$ cat config.mk
export PLATFORM = sky130hd
export DESIGN_NAME = seg_xlate
export DESIGN_NICKNAME = d
export VERILOG_FILES = /design/src/rtl/seg_xlate_pkg.sv /design/src/rtl/seg_desc_table.sv /design/src/rtl/seg_check.sv /design/src/rtl/seg_xlate.sv
export SDC_FILE = /design/constraint.sdc
export NUM_CORES = 1
export LEC_CHECK = 0
export BUFFER_PORTS_ARGS = -buffer_cell sky130_fd_sc_hd__buf_4
export CAP_MARGIN = 40
export CORE_ASPECT_RATIO = 1.1
export CORE_MARGIN = 8
export CORE_UTILIZATION = 50
export DETAILED_ROUTE_END_ITERATION = 8
export MAX_ROUTING_LAYER = met4
export PLACE_DENSITY_LB_ADDON = 0.2
export SLEW_MARGIN = 20
export SYNTH_ARGS = -nofsm -noshare
export SYNTH_HDL_FRONTEND = slang
export SYNTH_SLANG_ARGS = --single-unit
$ cat constraint.sdc
create_clock -name clk -period 6.3 [get_ports clk]
set_input_delay 0.63 -clock clk [delete_from_list [all_inputs] [get_ports clk]]
set_output_delay 0.63 -clock clk [all_outputs]
set_load 0.005 [all_outputs]
$ cat src/rtl/seg_xlate_pkg.sv
package seg_xlate_pkg;

   typedef enum logic [1:0] {
      FLT_NONE  = 2'd0,
      FLT_SEL   = 2'd1,
      FLT_LIMIT = 2'd2,
      FLT_PERM  = 2'd3
   } seg_fault_e;

   typedef enum logic [1:0] {
      ACC_READ  = 2'd0,
      ACC_WRITE = 2'd1,
      ACC_FETCH = 2'd2,
      ACC_RSVD  = 2'd3
   } seg_acc_e;

   localparam int PERM_W   = 3;
   localparam int PERM_RD  = 0;
   localparam int PERM_WR  = 1;
   localparam int PERM_EX  = 2;

endpackage

$ cat src/rtl/seg_desc_table.sv
module seg_desc_table #(
   parameter int NUM_ENT = 8,
   parameter int ADDR_W  = 32,
   parameter int PERM_W  = 3,
   localparam int IDX_W  = $clog2(NUM_ENT)
) (
   input  logic              clk,
   input  logic              rst_n,
   input  logic              wr_en,
   input  logic [IDX_W-1:0]  wr_idx,
   input  logic [ADDR_W-1:0] wr_base,
   input  logic [ADDR_W-1:0] wr_limit,
   input  logic [PERM_W-1:0] wr_perm,
   input  logic [IDX_W-1:0]  rd_idx,
   output logic [ADDR_W-1:0] rd_base,
   output logic [ADDR_W-1:0] rd_limit,
   output logic [PERM_W-1:0] rd_perm
);

   logic [ADDR_W-1:0] base_q  [NUM_ENT];
   logic [ADDR_W-1:0] limit_q [NUM_ENT];
   logic [PERM_W-1:0] perm_q  [NUM_ENT];

   for (genvar e = 0; e < NUM_ENT; e++) begin : g_ent
      logic hit;
      assign hit = wr_en && (wr_idx == IDX_W'(e));
      always_ff @(posedge clk) begin
         if (!rst_n) begin
            base_q[e]  <= '0;
            limit_q[e] <= '0;
            perm_q[e]  <= '0;
         end else if (hit) begin
            base_q[e]  <= wr_base;
            limit_q[e] <= wr_limit;
            perm_q[e]  <= wr_perm;
         end
      end
   end

   assign rd_base  = base_q[rd_idx];
   assign rd_limit = limit_q[rd_idx];
   assign rd_perm  = perm_q[rd_idx];

endmodule

$ cat src/rtl/seg_check.sv
module seg_check
   import seg_xlate_pkg::*;
#(
   parameter int SEL_W   = 16,
   parameter int ADDR_W  = 32,
   parameter int NUM_ENT = 8,
   localparam int IDX_W  = $clog2(NUM_ENT)
) (
   input  logic [SEL_W-1:0]  sel,
   input  logic [ADDR_W-1:0] ofs,
   input  logic [1:0]        acc,
   input  logic [ADDR_W-1:0] base,
   input  logic [ADDR_W-1:0] limit,
   input  logic [PERM_W-1:0] perm,
   output logic [ADDR_W-1:0] lin,
   output logic [1:0]        fault
);

   logic sel_ok;
   logic perm_ok;

   if (IDX_W < SEL_W) begin : g_sel_range
      assign sel_ok = (sel[SEL_W-1:IDX_W] == '0);
   end else begin : g_sel_full
      assign sel_ok = 1'b1;
   end

   always_comb begin
      unique case (seg_acc_e'(acc))
         ACC_READ:  perm_ok = perm[PERM_RD];
         ACC_WRITE: perm_ok = perm[PERM_WR];
         ACC_FETCH: perm_ok = perm[PERM_EX];
         default:   perm_ok = 1'b0;
      endcase
   end

   always_comb begin
      if (!sel_ok)          fault = FLT_SEL;
      else if (ofs > limit) fault = FLT_LIMIT;
      else if (!perm_ok)    fault = FLT_PERM;
      else                  fault = FLT_NONE;
   end

   assign lin = (fault == FLT_NONE) ? (base + ofs) : '0;

endmodule

$ cat src/rtl/seg_xlate.sv
module seg_xlate
   import seg_xlate_pkg::*;
#(
   parameter int SEL_W   = 16,
   parameter int ADDR_W  = 32,
   parameter int NUM_ENT = 8,
   localparam int IDX_W  = $clog2(NUM_ENT)
) (
   input  logic              clk,
   input  logic              rst_n,
   input  logic              wr_en,
   input  logic [IDX_W-1:0]  wr_idx,
   input  logic [ADDR_W-1:0] wr_base,
   input  logic [ADDR_W-1:0] wr_limit,
   input  logic [2:0]        wr_perm,
   input  logic              req_valid,
   output logic              req_ready,
   input  logic [SEL_W-1:0]  req_sel,
   input  logic [ADDR_W-1:0] req_ofs,
   input  logic [1:0]        req_acc,
   output logic              rsp_valid,
   input  logic              rsp_ready,
   output logic [ADDR_W-1:0] rsp_lin,
   output logic [1:0]        rsp_fault
);

   if (NUM_ENT < 2 || (NUM_ENT & (NUM_ENT - 1)) != 0) begin : g_bad_ent
      $error("seg_xlate: NUM_ENT must be a power of two, at least 2");
   end
   if (IDX_W > SEL_W) begin : g_bad_sel
      $error("seg_xlate: table larger than selector range");
   end
   if (ADDR_W < 2) begin : g_bad_addr
      $error("seg_xlate: ADDR_W too small");
   end

   logic [ADDR_W-1:0] ent_base;
   logic [ADDR_W-1:0] ent_limit;
   logic [PERM_W-1:0] ent_perm;
   logic [ADDR_W-1:0] chk_lin;
   logic [1:0]        chk_fault;
   logic              take;

   seg_desc_table #(
      .NUM_ENT (NUM_ENT),
      .ADDR_W  (ADDR_W),
      .PERM_W  (PERM_W)
   ) i_table (
      .clk      (clk),
      .rst_n    (rst_n),
      .wr_en    (wr_en),
      .wr_idx   (wr_idx),
      .wr_base  (wr_base),
      .wr_limit (wr_limit),
      .wr_perm  (wr_perm),
      .rd_idx   (req_sel[IDX_W-1:0]),
      .rd_base  (ent_base),
      .rd_limit (ent_limit),
      .rd_perm  (ent_perm)
   );

   seg_check #(
      .SEL_W   (SEL_W),
      .ADDR_W  (ADDR_W),
      .NUM_ENT (NUM_ENT)
   ) i_check (
      .sel   (req_sel),
      .ofs   (req_ofs),
      .acc   (req_acc),
      .base  (ent_base),
      .limit (ent_limit),
      .perm  (ent_perm),
      .lin   (chk_lin),
      .fault (chk_fault)
   );

   assign req_ready = !rsp_valid || rsp_ready;
   assign take      = req_valid && req_ready;

   always_ff @(posedge clk) begin
      if (!rst_n) begin
         rsp_valid <= 1'b0;
         rsp_lin   <= '0;
         rsp_fault <= FLT_NONE;
      end else if (req_ready) begin
         rsp_valid <= req_valid;
         if (req_valid) begin
            rsp_lin   <= chk_lin;
            rsp_fault <= chk_fault;
         end
      end
   end

   // accepted request is answered next cycle
   a_r1_rsp_next: assert property (@(posedge clk) disable iff (!rst_n)
      take |=> rsp_valid);

   // faulting response carries zero address
   a_r6_fault_zero: assert property (@(posedge clk) disable iff (!rst_n)
      (rsp_valid && rsp_fault != FLT_NONE) |-> rsp_lin == '0);

   // stalled response is held
   a_r7_hold: assert property (@(posedge clk) disable iff (!rst_n)
      (rsp_valid && !rsp_ready) |=> (rsp_valid && $stable(rsp_lin) && $stable(rsp_fault)));

   // out-of-table selector faults with code 1
   a_r3_bad_sel: assert property (@(posedge clk) disable iff (!rst_n)
      (take && (req_sel >= SEL_W'(NUM_ENT))) |=> rsp_fault == FLT_SEL);

   // in-table selector past the limit faults with code 2
   a_r4_limit: assert property (@(posedge clk) disable iff (!rst_n)
      (take && (req_sel < SEL_W'(NUM_ENT)) && (req_ofs > ent_limit)) |=> rsp_fault == FLT_LIMIT);

   // idle after the response drains
   a_r10_drain: assert property (@(posedge clk) disable iff (!rst_n)
      (!req_valid && rsp_ready) |=> !rsp_valid);

endmodule

# Word-level counts from Yosys, hierarchy flattened

Memories as Yosys holds them, arrays and structs flattened.
Cells that the tools add are included.

Flip-flop bits (word level): 35
Bits in writable memories: 536
Input port bits: 125
Output and inout port bits: 36
Word-level logic and storage cells: 110
Memories kept: 3

Add/sub/neg operators: 1
$lt $le $gt $ge: 1
Equality and inequality tests: 9
Multiplexer cells: 54
Bitwise gates (word level): 24
Reduce and logical (&&, ||, !) cells: 15

Memory list:

| name            | words | width | read ports | clocked after Yosys merged registers in | wr ports | line                 | text |
|---|---|---|---|---|---|---|---|
| i_table.base_q  | 8     | 32    | 1          | 0                                       | 8        | seg_desc_table.sv:20 | `logic [ADDR_W-1:0] base_q [NUM_ENT];` |
| i_table.limit_q | 8     | 32    | 1          | 0                                       | 8        | seg_desc_table.sv:21 | `logic [ADDR_W-1:0] limit_q [NUM_ENT];` |
| i_table.perm_q  | 8     | 3     | 1          | 0                                       | 8        | seg_desc_table.sv:22 | `logic [PERM_W-1:0] perm_q [NUM_ENT];` |

Operators by type and width:

| kind                                           | number |
|---|---|
| 2-to-1 mux 32 bit                              | 17 |
| adder 32 bit                                   | 1 |
| greater-than comparator 32 bit                 | 1 |
| 2-to-1 mux 1 bit                               | 25 |
| 2-to-1 mux 3 bit                               | 8 |
| bitwise OR 1 bit                               | 24 |
| logical NOT 13 bit                             | 1 |
| == test 3 bit (second input constant)          | 4 |
| logical AND 1 bit                              | 8 |
| == test 3 x 2 -> 1 bit (second input constant) | 2 |
| 2-to-1 mux 2 bit                               | 3 |
| logical NOT 2 bit                              | 2 |
| == test 3 x 1 -> 1 bit (second input constant) | 1 |
| logical NOT 3 bit                              | 1 |
| one-hot mux 1 bit (3 select lines)             | 1 |
| == test 2 x 1 -> 1 bit (second input constant) | 1 |
| == test 2 bit (second input constant)          | 1 |
| AND reduction 2 bit                            | 1 |
| logical NOT 1 bit                              | 1 |
| logical OR 1 bit                               | 1 |

# Depth between registers and ports, before layout

Word-level depth: 7
Depth in mapped cells: 17
Depth with buffers taken out: 12

# By module

From an unflattened synthesis, not the netlist that was laid out.

Cell total of the unflattened synthesis: 2055
Area, all modules: 28068.2 um^2

Modules (own cells, without submodules):

| module         | times used | cells each | area each (um^2) | sequential area each (um^2) |
|---|---|---|---|---|
| seg_desc_table | 1          | 1511       | 23906.7          | 16095.4 |
| seg_check      | 1          | 391        | 2725.1           | 0.0 |
| seg_xlate      | 1          | 153        | 1436.4           | 700.7 |

# Worst setup path after synthesis

No wires, ideal clock.

Kind: input -> register
Start point: input port wr_idx[2]
End point: memory i_table.base_q[0][0], enable pin
Setup time: 0.592 ns
Arrival: 5.754 ns
Required time: 5.708 ns
Setup slack: -0.046 ns
Stages: 2
Path buffers: 0
Cell sequence: nand2b_1 > o31ai_1

RTL lines:

| item               | line                 | text |
|---|---|---|
| start: declaration | seg_xlate.sv:12      | `input logic [IDX_W-1:0] wr_idx,` |
| end: declaration   | seg_desc_table.sv:20 |  |

# Worst setup path in the final report

Start point: input port req_sel[0]
End point: register rsp_lin[22]

Longest elaborated chain between the ends: 7
Elaborated cells on any way between the ends: 11
Those cells by class: add/sub: 1; order compare: 1; mux: 5; reduce/logical: 1; memory: 3

Ends and longest elaborated chain:

| item                                                                             | line            | text |
|---|---|---|
| start: declaration                                                               | seg_xlate.sv:18 | `input logic [SEL_W-1:0] req_sel,` |
| parallel branches: the longest is 6 deep, another holds memory read (8 x 32 bit) | --              |  |
| 2-to-1 mux 32 bit (*)                                                            | seg_check.sv:44 | `assign lin = (fault == FLT_NONE) ? (base + ofs) : '0;` |
| end signal: assignment                                                           | seg_xlate.sv:88 | `rsp_lin <= chk_lin;` |
| end: declaration                                                                 | seg_xlate.sv:23 | `output logic [ADDR_W-1:0] rsp_lin,` |

Every way passes the cells marked *.
A chain may end at the register's enable or synchronous reset.

==> results.md <==
Route:
- The final antenna-violating net count is 0.
- The residual DRC count is 0.
- The wire length reported by the detailed router is ~73000 um.
- The number of search-and-repair iterations in the first detailed-routing pass is 5.
- Dividing the detail-routed wire length by the instance count gives around 27 um.
- Across all layers, the routed design uses approximately 16000 vias.
- After detailed routing, the number of vias per cell comes to 5.86.
- The detailed router's first-iteration violation count is approximately 1600.

Logic synthesis:
- Yosys attributes the largest share of cell area to sky130_fd_sc_hd__edfxtp_1 59%, sky130_fd_sc_hd__and2_1 12%, sky130_fd_sc_hd__mux4_2 11%, sky130_fd_sc_hd__ha_1 2.9%, sky130_fd_sc_hd__dfxtp_1 2.6%.
- The area fraction in compound gates after synthesis was 0.0388.
- In this run the cell area of the synthesized design comes to 0.0272 mm2.
- The biggest area contributor in the post-synthesis netlist is sky130_fd_sc_hd__edfxtp_1.
- The number of warning messages in the yosys log is 0.
- After technology mapping, the gate count stands at around 1800.
- Yosys mapped a number of flops with a built-in enable equal to 536.
- Of the total synthesized cell area, the portion taken by full adders, half adders and majority gates is 0.0297.
- A synthesized cell averages 15.0 um2.
- In the synthesized netlist the dominant register cell turns out to be sky130_fd_sc_hd__edfxtp_1.
- The share of the yosys chip area belonging to registers is 0.617.
- Of the total synthesized cell area, the portion taken by AND, OR, NAND and NOR gates is 0.151.
- Of all flip-flops after synthesis, the portion carrying an async set or reset was 0.
- The dominant combinational cell family by area after synthesis is simple AND/OR/NAND/NOR gates.
- The proportion of netlist area held by the largest area contributor is 0.591.
- The synthesized flop and latch total is 571.
- The share of cell area taken by muxes after synthesis is 0.137.
- The number of nets in the synthesized netlist is 2010.
- The fraction of synthesized cell area in xor and xnor cells is 0.00900.
- Counting distinct cell types in the post-synthesis netlist gives 56.

CTS:
- After clock tree synthesis, the clock-pin slew on the worst setup and hold paths is 60 ps.
- The worst-case clock buffer depth is 3.
- The H-tree was split into 2 levels.
- The buffers inserted during post-CTS setup optimization is 0.
- The clock insertion delay at the later pin of the skew report is 610 ps.
- Once the clock tree was built, the resizer swapped 0 gates to a different size.
- For this design, the CTS-stage hold fixing added 0 buffers.
- The sink count of the clock tree is 571.
- In this run, CTS created clock tree buffers numbering 57.
- TritonCTS built the clock tree.
- Clock tree synthesis selected as its root buffer the cell sky130_fd_sc_hd__clkbuf_16.

Critical path:
- The critical-path maximum fanout is 40.
- STA puts the critical path data arrival time at slightly below 5000 ps.
- The critical path in this run is classified as input port to flop.
- At the worst endpoint, the required time is 6790 ps.
- The startpoint type of the worst setup path is an input port.
- The kind of end point of the critical path is a flop.

Global routing:
- The global routing usage summed across all routing layers is 0.241.
- The number of antenna violations at the first check in global routing is 3.
- The first global-routing pass estimated between 100000 and 150000 um of wire.
- The final global-route overflow total is 0.
- Entering global routing, the biggest net connects 48 pins.
- The number of global-route vias before repair is 16500.

Cells and area:
- The area growth from synthesis to layout is 15.1%.
- For this run, the post-layout net count is 2169.
- In the final layout, the share of cells above drive strength 1 is 0.235.

Power:
- Summed over all cells, the static leakage comes to 11.4 nW.
- The ratio of total power to cell area is 277 mW/mm2.
- The maximum vdd ir drop is 0.211 mV.
- The overall power of the completed layout is 8.68 mW.

STA:
- The number of setup violations in the final report is 0.
- The maximum achievable frequency is 229 MHz.
- Setup total negative slack on the finished layout was measured at 0 ps.
- The worst clock skew is 16.3 ps.
- The time the final worst path needs with I/O delays and setup is 4360 ps.
- The final count of hold timing violations is 0.
- The max-slew violation count is 0.
- In the finished design, the share of the clock period the worst path needs comes to 0.692.
- The worst slew margin relative to its limit is 0.456.
- Setup repair after global routing left no endpoint under its margin.
- The transition time at the pin with the least slew margin is 813 ps.

Floorplanning:
- The total die area is about 0.062 mm2.
- The starting density of the core is 0.506.
- The x dimension of the die is 239 um.
- The floorplan die height is 261 um.
- For this design the top-level I/O count stands at 161.
- The initialized floorplan defines 89 standard-cell rows.
- The area inside the core boundary is 0.0538 mm2.

Placed design:
- Buffers placed on the I/O ports in this run total 160.
- The HPWL after detailed placement is approximately 46000 um.
- The routability congestion estimate is 0.836.

Hold path:
- The type of the worst min-delay path is input port to flop.

Status:
- The run finished with clean final reports.

Job:
- The total of max-cap violations is 0.
path summary, 6_finish.rpt:
kind | depth (start not counted) | slack (ps) | start | to
hold reg to reg | 2 | 460 | rsp_lin[5]$_SDFFE_PN0P_ | rsp_lin[5]$_SDFFE_PN0P_
setup reg to reg | 12 | 2340 | i_table.base_q[7][0]$_SDFFCE_PN0P_ | rsp_lin[24]$_SDFFE_PN0P_
hold / removal | 3 | 290 | req_valid | rsp_valid$_SDFFE_PN0N_
setup / recovery | 14 | 1940 | req_sel[0] | rsp_lin[22]$_SDFFE_PN0P_
Yosys cell counts (3+ instances only):
master and number:
sky130_fd_sc_hd__and4_1 3, sky130_fd_sc_hd__a22oi_2 9, sky130_fd_sc_hd__a31oi_1 5, sky130_fd_sc_hd__a22oi_1 13
sky130_fd_sc_hd__buf_1 5, sky130_fd_sc_hd__nand4_1 11, sky130_fd_sc_hd__a21oi_1 41, sky130_fd_sc_hd__a21boi_0 4
sky130_fd_sc_hd__o21ai_0 36, sky130_fd_sc_hd__edfxtp_1 536, sky130_fd_sc_hd__inv_1 8, sky130_fd_sc_hd__nor4_1 8
sky130_fd_sc_hd__buf_2 14, sky130_fd_sc_hd__mux2i_1 34, sky130_fd_sc_hd__a21o_1 11, sky130_fd_sc_hd__nand3_1 8
sky130_fd_sc_hd__o211ai_1 6, sky130_fd_sc_hd__and3_1 6, sky130_fd_sc_hd__ha_1 63, sky130_fd_sc_hd__and2_1 538
sky130_fd_sc_hd__nand2b_1 8, sky130_fd_sc_hd__xor2_1 10, sky130_fd_sc_hd__xnor2_1 18, sky130_fd_sc_hd__nand2_1 45
sky130_fd_sc_hd__mux2_2 33, sky130_fd_sc_hd__nor3_1 7, sky130_fd_sc_hd__nand3b_1 3, sky130_fd_sc_hd__clkbuf_1 84
sky130_fd_sc_hd__dfxtp_1 35, sky130_fd_sc_hd__o31ai_1 6, sky130_fd_sc_hd__a211oi_1 3, sky130_fd_sc_hd__nor2_1 22
sky130_fd_sc_hd__nor2b_1 27, sky130_fd_sc_hd__mux4_2 132
power by group:
part	internal [mW]	switching, mW	leakage (nW)	total [mW]
logic	0.470	0.628	5.11	1.10
registers	4.38	0.0568	5.46	4.44
clock network	1.75	1.40	0.830	3.14
total	6.60	2.08	11.4	8.68
worst max-delay path: stages:
cell and delay, ps:
sky130_fd_sc_hd__clkbuf_8 430, sky130_fd_sc_hd__buf_4 460, sky130_fd_sc_hd__mux4_2 560, sky130_fd_sc_hd__mux2i_1 160, sky130_fd_sc_hd__ha_1 160, sky130_fd_sc_hd__nand4_1 180, sky130_fd_sc_hd__nor4_1 560, sky130_fd_sc_hd__o21ai_0 260
sky130_fd_sc_hd__a31oi_1 220, sky130_fd_sc_hd__o21ai_0 210, sky130_fd_sc_hd__and3_1 390, sky130_fd_sc_hd__buf_4 270, sky130_fd_sc_hd__a22oi_1 160, sky130_fd_sc_hd__nor2b_1 60
registers in the layout, indices dropped and copies added (netlist names):
signal / count
rsp_valid: 1
i_table.limit_q: 256
i_table.base_q: 256
i_table.perm_q: 24
rsp_lin: 32
rsp_fault: 2
layout make-up:
class | count | area [um2]
fillers | 4213 | 22400
flip-flops and latches | 571 | 16800
multi-input cells | 1136 | 10100
repair buffers | 206 | 1790
clock buffers | 72 | 1530
well taps | 728 | 911
clock inverters | 28 | 166
inverters | 8 | 30.0
diodes | 3 | 7.51
cells by family after synthesis:
family | count (synthesis)
flip-flops | 571
AO/OA/AOI/OAI | 156
multiplexers | 201
buffers and inverters | 114
XOR/XNOR | 28
AND/OR/NAND/NOR | 687
adder cells (fa/ha/maj) | 64
cells in the final DEF, fill, tap and decap left out, types with 9 or more instances in the layout:
cell                          n
sky130_fd_sc_hd__and2_1     538
sky130_fd_sc_hd__edfxtp_1   536
sky130_fd_sc_hd__buf_4      188
sky130_fd_sc_hd__mux4_2     132
sky130_fd_sc_hd__ha_1        63
sky130_fd_sc_hd__clkbuf_16   58
sky130_fd_sc_hd__nand2_1     45
sky130_fd_sc_hd__a21oi_1     41
sky130_fd_sc_hd__dfxtp_1     35
sky130_fd_sc_hd__mux2i_1     34
sky130_fd_sc_hd__mux2_2      33
sky130_fd_sc_hd__o21ai_0     30
sky130_fd_sc_hd__nor2b_1     27
sky130_fd_sc_hd__xnor2_1     18
sky130_fd_sc_hd__nor2_1      16
sky130_fd_sc_hd__clkinv_1    15
sky130_fd_sc_hd__buf_12      14
sky130_fd_sc_hd__a22oi_1     13
sky130_fd_sc_hd__a21o_1      11
sky130_fd_sc_hd__nand4_1     11
sky130_fd_sc_hd__clkbuf_1    11
sky130_fd_sc_hd__xor2_1      10
sky130_fd_sc_hd__a22oi_2      9
per-stage QoR:
step	hold slack [ps]	cells	setup slack [ps]	utilization	cell area (um2)
2_1_floorplan	444	1821	45.4	-	27200
3_3_place_gp	442	2637	1230	0.546	29400
3_5_place_dp	449	2649	1320	0.551	29600
4_1_cts	260	2749	1940	0.583	31300
5_1_grt	318	2752	1620	0.583	31400
6_report	292	2752	1940	0.583	31400
metal layers:
metal,up-vias,share of wire,GRT usage
met2,595,0.49,0.396
met5,-,0,-
li1,7130,-,-
met1,8292,0.42,0.313
met3,115,0.069,0.0398
met4,0,0.023,0.0592
Power figures use the tool's default switching activity.
